===== config.mk =====
export PLATFORM = sky130hd
export DESIGN_NAME = hs_bus_wrapper
export DESIGN_NICKNAME = d
export VERILOG_FILES = /design/src/rtl/wrp_pkg.sv /design/src/rtl/wrp_req_reg.sv /design/src/rtl/wrp_seq.sv /design/src/rtl/wrp_rdpath.sv /design/src/rtl/hs_bus_wrapper.sv
export SDC_FILE = /design/constraint.sdc
export NUM_CORES = 1
export LEC_CHECK = 0
export ABC_AREA = 1
export BUFFER_PORTS_ARGS = -buffer_cell sky130_fd_sc_hd__buf_4
export CAP_MARGIN = 20
export CORE_UTILIZATION = 42
export CTS_BUF_LIST = sky130_fd_sc_hd__clkbuf_16
export DETAILED_ROUTE_END_ITERATION = 8
export PLACE_DENSITY = 0.84
export REMOVE_ABC_BUFFERS = 1
export SYNTH_ARGS = -nofsm -noshare
export SYNTH_HDL_FRONTEND = slang
export SYNTH_HIERARCHICAL = 1
export SYNTH_SLANG_ARGS = --single-unit

===== constraint.sdc =====
create_clock -name clk -period 1.41 [get_ports clk]
set_clock_uncertainty 0.1 [all_clocks]
set_input_delay 0.0705 -clock clk [delete_from_list [all_inputs] [get_ports clk]]
set_output_delay 0.0705 -clock clk [all_outputs]
set_load 0.03 [all_outputs]

===== src/rtl/wrp_pkg.sv =====
package wrp_pkg;
  typedef enum logic [1:0] {
    ST_IDLE  = 2'd0,
    ST_ISSUE = 2'd1,
    ST_WAIT  = 2'd2,
    ST_DONE  = 2'd3
  } wrp_state_t;
endpackage


===== src/rtl/wrp_req_reg.sv =====
module wrp_req_reg #(
  parameter int ADDR_W = 8,
  parameter int DATA_W = 16
) (
  input  logic              clk,
  input  logic              rst,
  input  logic              capture,
  input  logic [ADDR_W-1:0] in_addr,
  input  logic [DATA_W-1:0] in_wdata,
  input  logic              in_rd,
  output logic [ADDR_W-1:0] req_addr,
  output logic [DATA_W-1:0] req_wdata,
  output logic              req_rd
);
  always_ff @(posedge clk) begin
    if (rst) begin
      req_addr  <= '0;
      req_wdata <= '0;
      req_rd    <= 1'b0;
    end else if (capture) begin
      req_addr  <= in_addr;
      req_wdata <= in_wdata;
      req_rd    <= in_rd;
    end
  end
endmodule


===== src/rtl/wrp_seq.sv =====
module wrp_seq
  import wrp_pkg::*;
(
  input  logic clk,
  input  logic rst,
  input  logic bus_rd,
  input  logic bus_wr,
  input  logic core_ack,
  output logic capture,
  output logic take,
  output logic core_val,
  output logic bus_rdy
);
  wrp_state_t state;
  logic       armed;
  logic       strobe;

  assign strobe  = bus_rd | bus_wr;
  assign capture = (state == ST_IDLE) && strobe && armed;
  assign take    = (state == ST_WAIT) && core_ack;

  always_ff @(posedge clk) begin
    if (rst) begin
      state    <= ST_IDLE;
      core_val <= 1'b0;
      bus_rdy  <= 1'b0;
      armed    <= 1'b0;
    end else begin
      bus_rdy <= 1'b0;
      if (!strobe) armed <= 1'b1;
      case (state)
        ST_IDLE: begin
          if (capture) begin
            state <= ST_ISSUE;
            armed <= 1'b0;
          end
        end
        ST_ISSUE: begin
          core_val <= 1'b1;
          state    <= ST_WAIT;
        end
        ST_WAIT: begin
          if (core_ack) begin
            core_val <= 1'b0;
            bus_rdy  <= 1'b1;
            state    <= ST_DONE;
          end
        end
        default: state <= ST_IDLE;
      endcase
    end
  end

  assert_val_holds_R5: assert property (@(posedge clk) disable iff (rst)
    core_val && !core_ack |=> core_val);
  assert_rdy_after_ack_R2: assert property (@(posedge clk) disable iff (rst)
    core_val && core_ack |=> bus_rdy);
  assert_rdy_pulse_R6: assert property (@(posedge clk) disable iff (rst)
    bus_rdy |=> !bus_rdy);
  assert_rdy_not_with_val_R6: assert property (@(posedge clk) disable iff (rst)
    bus_rdy |-> !core_val);
endmodule


===== src/rtl/wrp_rdpath.sv =====
module wrp_rdpath #(
  parameter int DATA_W = 16
) (
  input  logic              clk,
  input  logic              rst,
  input  logic              load,
  input  logic [DATA_W-1:0] core_rdata,
  output logic [DATA_W-1:0] bus_rdata
);
  always_ff @(posedge clk) begin
    if (rst) bus_rdata <= '0;
    else if (load) bus_rdata <= core_rdata;
  end
endmodule


===== src/rtl/hs_bus_wrapper.sv =====
module hs_bus_wrapper #(
  parameter int ADDR_W = 8,
  parameter int DATA_W = 16
) (
  input  logic              clk,
  input  logic              rst,
  input  logic [ADDR_W-1:0] bus_addr,
  input  logic [DATA_W-1:0] bus_wdata,
  input  logic              bus_rd,
  input  logic              bus_wr,
  output logic [DATA_W-1:0] bus_rdata,
  output logic              bus_rdy,
  output logic              core_val,
  output logic              core_rd,
  output logic [ADDR_W-1:0] core_addr,
  output logic [DATA_W-1:0] core_wdata,
  input  logic [DATA_W-1:0] core_rdata,
  input  logic              core_ack
);
  logic capture;
  logic take;

  wrp_seq i_seq (
    .clk(clk), .rst(rst), .bus_rd(bus_rd), .bus_wr(bus_wr),
    .core_ack(core_ack), .capture(capture), .take(take),
    .core_val(core_val), .bus_rdy(bus_rdy)
  );

  wrp_req_reg #(.ADDR_W(ADDR_W), .DATA_W(DATA_W)) i_req (
    .clk(clk), .rst(rst), .capture(capture),
    .in_addr(bus_addr), .in_wdata(bus_wdata), .in_rd(bus_rd),
    .req_addr(core_addr), .req_wdata(core_wdata), .req_rd(core_rd)
  );

  wrp_rdpath #(.DATA_W(DATA_W)) i_rd (
    .clk(clk), .rst(rst), .load(take && core_rd),
    .core_rdata(core_rdata), .bus_rdata(bus_rdata)
  );

  assert_req_stable_R5: assert property (@(posedge clk) disable iff (rst)
    core_val && !core_ack |=> $stable(core_addr) && $stable(core_wdata) && $stable(core_rd));
  assert_read_data_R3: assert property (@(posedge clk) disable iff (rst)
    core_val && core_ack && core_rd |=> bus_rdy && (bus_rdata == $past(core_rdata)));
  assert_write_keeps_rdata_R9: assert property (@(posedge clk) disable iff (rst)
    bus_rdy && !core_rd |-> $stable(bus_rdata));
endmodule


# Yosys cells after proc, flatten, opt, wreduce, memory -nomap -nowiden
# Cells that the tools add are included.
[word_totals]
reg_bits = 46
out_inout_bits = 43
elab_cells = 32
[op_classes]
n_eq_ne = 4
n_mux = 9
n_bitwise = 2
reduce_logical = 9
[ops]
columns = ["operator", "count"]
rows = [
  ["2-bit case mux with 3 select lines", 1],
  ["1-bit two-way mux", 5],
  ["1-bit logical AND", 4],
  ["2-bit two-way mux", 2],
  ["2-bit inequality test, second input constant", 2],
  ["2-bit AND reduction", 2],
  ["2-bit by 1-bit == test with 1-bit output, second input constant", 1],
  ["2-bit == test, second input constant", 1],
  ["2-bit logical NOT", 1],
  ["1-bit case mux with 2 select lines", 1],
  ["2-bit nonzero test", 1],
  ["2-bit OR reduction", 1],
  ["1-bit NOT", 1],
  ["1-bit bitwise OR", 1],
]

# Logic depth before layout (Yosys ltp)
[depth]
word_depth = 5
mapped_depth = 11

# Cells and area by module
# Netlist, hierarchy kept.
[by_module_without_submodules]
columns = ["mod", "n_inst", "cells_each", "area_each_um2", "seq_area_each_um2"]
rows = [
  ["wrp_req_reg", 1, 159, 1066.0, 500.5],
  ["wrp_rdpath", 1, 101, 670.6, 320.3],
  ["wrp_seq", 1, 40, 284.0, 100.1],
  ["hs_bus_wrapper", 1, 2, 7.5, 0.0],
]

# Worst setup path after synthesis
# Ideal clock, no wire load.
[synth_timing]
kind = "register to register"
start = "register i_seq.state[0]"
end = "register i_req.req_rd"
t_arrival_ns = 1.211
path_slack_ns = -0.015
stages_incl_launch_ff = 11
n_path_buf = 2
synth_period_minus_slack_ns = 1.425
path_cell_list = "dfxtp_1 inv_1 ha_1 nand2_1 inv_1 nand2_1 inv_1 buf_6 buf_6 nor2_1 nor2_1"
[synth_between]
elab_chain_len = 3
[synth_rtl]
columns = ["element", "line_no", "source"]
rows = [
  ["start, declared", "wrp_seq.sv:14", "wrp_state_t state;"],
  ["start signal, assigned", "wrp_seq.sv:24", "state <= ST_IDLE;"],
  ["start signal, assigned", "wrp_seq.sv:34", "state <= ST_ISSUE;"],
  ["start signal, assigned", "wrp_seq.sv:40", "state <= ST_WAIT;"],
  ["2-bit logical NOT", "wrp_seq.sv:19", "assign capture = (state == ST_IDLE) && strobe && armed;"],
  ["1-bit logical AND (2 in series)", "wrp_seq.sv:19", ""],
  ["via capture", "hs_bus_wrapper.sv:20", "logic capture;"],
  ["end signal, assigned", "wrp_req_reg.sv:23", "req_rd <= in_rd;"],
  ["end, declared", "wrp_req_reg.sv:13", "output logic req_rd"],
]
# The timed path passes the listed nets, and every way through them passes these cells.
# A chain may end at the register's enable or synchronous reset.

# Worst setup path after layout
[layout_timing]
start = "register i_seq.state[0]"
end = "register i_rd.bus_rdata[15]"
[layout_between]
elab_chain_len = 3
[layout_rtl]
columns = ["element", "line_no", "source"]
rows = [
  ["2-bit == test", "wrp_seq.sv:20", "assign take = (state == ST_WAIT) && core_ack;"],
  ["1-bit logical AND", "wrp_seq.sv:20", ""],
  ["via take", "hs_bus_wrapper.sv:21", "logic take;"],
  ["1-bit logical AND", "hs_bus_wrapper.sv:36", ".clk(clk), .rst(rst), .load(take && core_rd),"],
  ["end signal, assigned", "wrp_rdpath.sv:12", "else if (load) bus_rdata <= core_rdata;"],
  ["end, declared", "wrp_rdpath.sv:8", "output logic [DATA_W-1:0] bus_rdata"],
]
# The timed path passes the listed nets, and every way through them passes these cells.

==> out/metrics.cfg <==
[power]
p_int_mw=2.865
power_frac_comb=0.389
power.leakage_nw=1.976
ir_worst_vdd_mv=0.8465
p_clk_frac=0.251
p_sw_frac=0.3303
powerDensity_mw_per_mm2=1127
p_sw_mw=1.413
power_frac_seq=0.360

[global_routing]
grt.busiest_layer=met2
overflow=0
antenna_found_initial=0
grt_use_met2=0.5598
grt_max_degree=26
use_met3=0.07736
grt_pass1_wl_um=11170
use_met1=0.2624
globalRouteTotalUtil=0.2833
grt_pass1_vias=2473

[route]
wirelength_um=7418
wl_per_cell_um=14.90
route.vias.total=2422
drtIter0Drc=97
via_per_inst=4.863
first_pass_iters=4
drc=0
postRouteAntennaNets=0

[worst_hold_path]
hold_path_depth=5
hold_path_class=input pin to register

[run_status]
outcome=complete, but fails checks
violations=setup timing

[clock_network]
path_clk_slew_ns=0.06
clock_latency_ns=0.28
cts_root_buffer=clkbuf_16
cts_made_buffers=5
cts.sinks=46
clockBufferDepth=2
h-tree-depth=2
cts_tree=yes

[timing]
hold_viol_final=0
max_freq_mhz=670.1
rsz0062_at_grt=yes
finalCriticalPeriod_ns=1.492
finalSetupViolCount=45
fin_crit_sh=1.058
worst_pin_slew_ns=0.6148
final_max_slew_viol_count=0
holdWs_ns=0.006415
slew_headroom=0.5897
fin_ws_ns=-0.08241

[layout]
final_cell_mix=buf_4 (101), nand2_1 (68), nor2_1 (53)
nFillCells=248
insertedDiodeCount=0
drive_gt1_frac=0.4327
fin_area_mm2=0.003797
final_common_cell=buf_4
syn2layout_area_growth_pct=87.23
final_nets=496

[worst_setup_path]
cp-start-kind=register
crit_type=register to register
crit_chain=inv_4, ha_4, nand2_4, inv_2, nand2_2, inv_4, buf_6, buf_16, nor2_4, nor2_2
cp.arrival_ns=1.60
critical-path-top-delay-family=buffers and inverters
cp_num_buf_inv=5
cp.depth=10
cpPeakStageDelay_ns=0.34
slowest_stage=dfxtp_2
cp_max_fo=8
rr_worst_depth=10
required_ns=1.52
cp_common_cell=inv_4
crit_path_end_kind=register

[yosys]
ys_types=14
yosysWarnings=6
ys_seq_area_frac=0.4540
synth_cells=302
netlist_area_mm2=0.002028
synth-seq-cells=46
syn_area_per_cell_um2=6.716

[place]
gp_congestion=0.7214
place_hpwl_um=3137
port_buffers=87
dpl_cell_area_mm2=0.002693

[flow_run]
cap_violations=0

[floorplan]
die_h_um=71.49
coreArea_mm2=0.004504
die-area_mm2=0.005111
fp-row-count=24
fp.dieW_um=71.49
io_pins=88
start_util=0.4503

[state kept, by name, indices dropped and copies added, names as in the netlist]
register / flops
i_rd/bus_rdata: 16
i_req/req_wdata: 16
i_req/req_addr: 8
i_seq/state: 2
i_req/req_rd: 1
i_seq/armed: 1
i_seq/bus_rdy: 1
i_seq/core_val: 1
[metal layers]
| layer | share of wire | wire length [µm] |
|---|---|---|
| met3 | 0.067 | 496 |
| met2 | 0.52 | 3886 |
| met1 | 0.37 | 2714 |
| met4 | 0.043 | 320 |
| met5 | 0 | 0 |
[cells in the mapped netlist]
cell type / instances / area share
nand2_1: 91 / 0.17
nor2_1: 83 / 0.15
inv_1: 54 / 0.10
dfxtp_1: 46 / 0.45
buf_6: 11 / 0.061
a21oi_1: 4 / 0.0099
ha_1: 4 / 0.025
nand3_1: 2 / 0.0049
nor2_2: 2 / 0.0062
buf_4: 1 / 0.0037
inv_4: 1 / 0.0031
nor3_1: 1 / 0.0025
o21bai_1: 1 / 0.0037
or2_4: 1 / 0.0043
[worst reg2reg max path, cell delays in order (launching register included)]
cell and delay (ns):
dfxtp_2 0.34, inv_4 0.09, ha_4 0.15, nand2_4 0.05, inv_2 0.06, nand2_2 0.07
inv_4 0.10, buf_6 0.14, buf_16 0.16, nor2_4 0.05, nor2_2 0.12
[metrics by stage]
step	instances	TNS, ns	worst slack (ns)	power [mW]	util
2_1_floorplan	290	-15.59	-0.4754	2.136	-
3_3_place_gp	436	-0.08453	-0.01246	2.531	0.5978
3_5_place_dp	436	-1.362	-0.08466	2.562	0.5978
4_1_cts	496	-0.1882	-0.02083	3.955	0.8044
5_1_grt	498	-4.458	-0.1633	4.479	0.8431
6_report	498	-2.075	-0.08241	4.278	0.8431
[area by class of cell]
cell class,count,area [µm²],area share
sequential,46,923.4,0.2432
timing repair buffer,150,1374,0.3618
multi-input combinational,189,1082,0.2850
inverter,55,224.0,0.05898
clock buffer,5,125.1,0.03295
tap,52,65.06,0.01713
clock inverter,1,3.754,0.0009885
[power by group through the flow]
stage	Clock [mW]	Combinational [mW]	Sequential, mW
finish	1.07	1.67	1.54
global route	1.15	1.78	1.55
detailed placement	0	1.03	1.53
global placement	0	1.00	1.53
CTS	1.09	1.35	1.52
floorplan	0	0.397	1.74
[repair_timing]
action | 4_1_cts | 5_1_grt
buffers inserted | 16 | 4
endpoints found under the setup margin | 34 | 44
gates cloned | 5 | 2
hold endpoints to repair | 35 | 0
gates resized for setup | 62 | 54
hold buffers | 34 | 0
pin swaps | 25 | 22
[cells by family (layout without fill, tap and decap cells)]
| group | Yosys count | in the layout | synth area share |
|---|---|---|---|
| buf+inv | 67 | 211 | 0.1678 |
| simple gates | 180 | 180 | 0.3399 |
| compound gates | 5 | 5 | 0.01357 |
| flops | 46 | 46 | 0.4540 |
| fa+ha+maj | 4 | 4 | 0.02468 |
[path summary, 6_finish.rpt]
kind | slack [ns] | from | endpoint
setup / recovery | -0.08 | i_seq/state[0] | i_rd/bus_rdata[15]
hold reg to reg | 0.37 | i_req/req_wdata[7] | i_req/req_wdata[7]
setup reg to reg | -0.08 | i_seq/state[0] | i_rd/bus_rdata[15]
hold / removal | 0.006 | bus_wdata[2] | i_req/req_wdata[2]
Power figures use the tool's default switching activity.
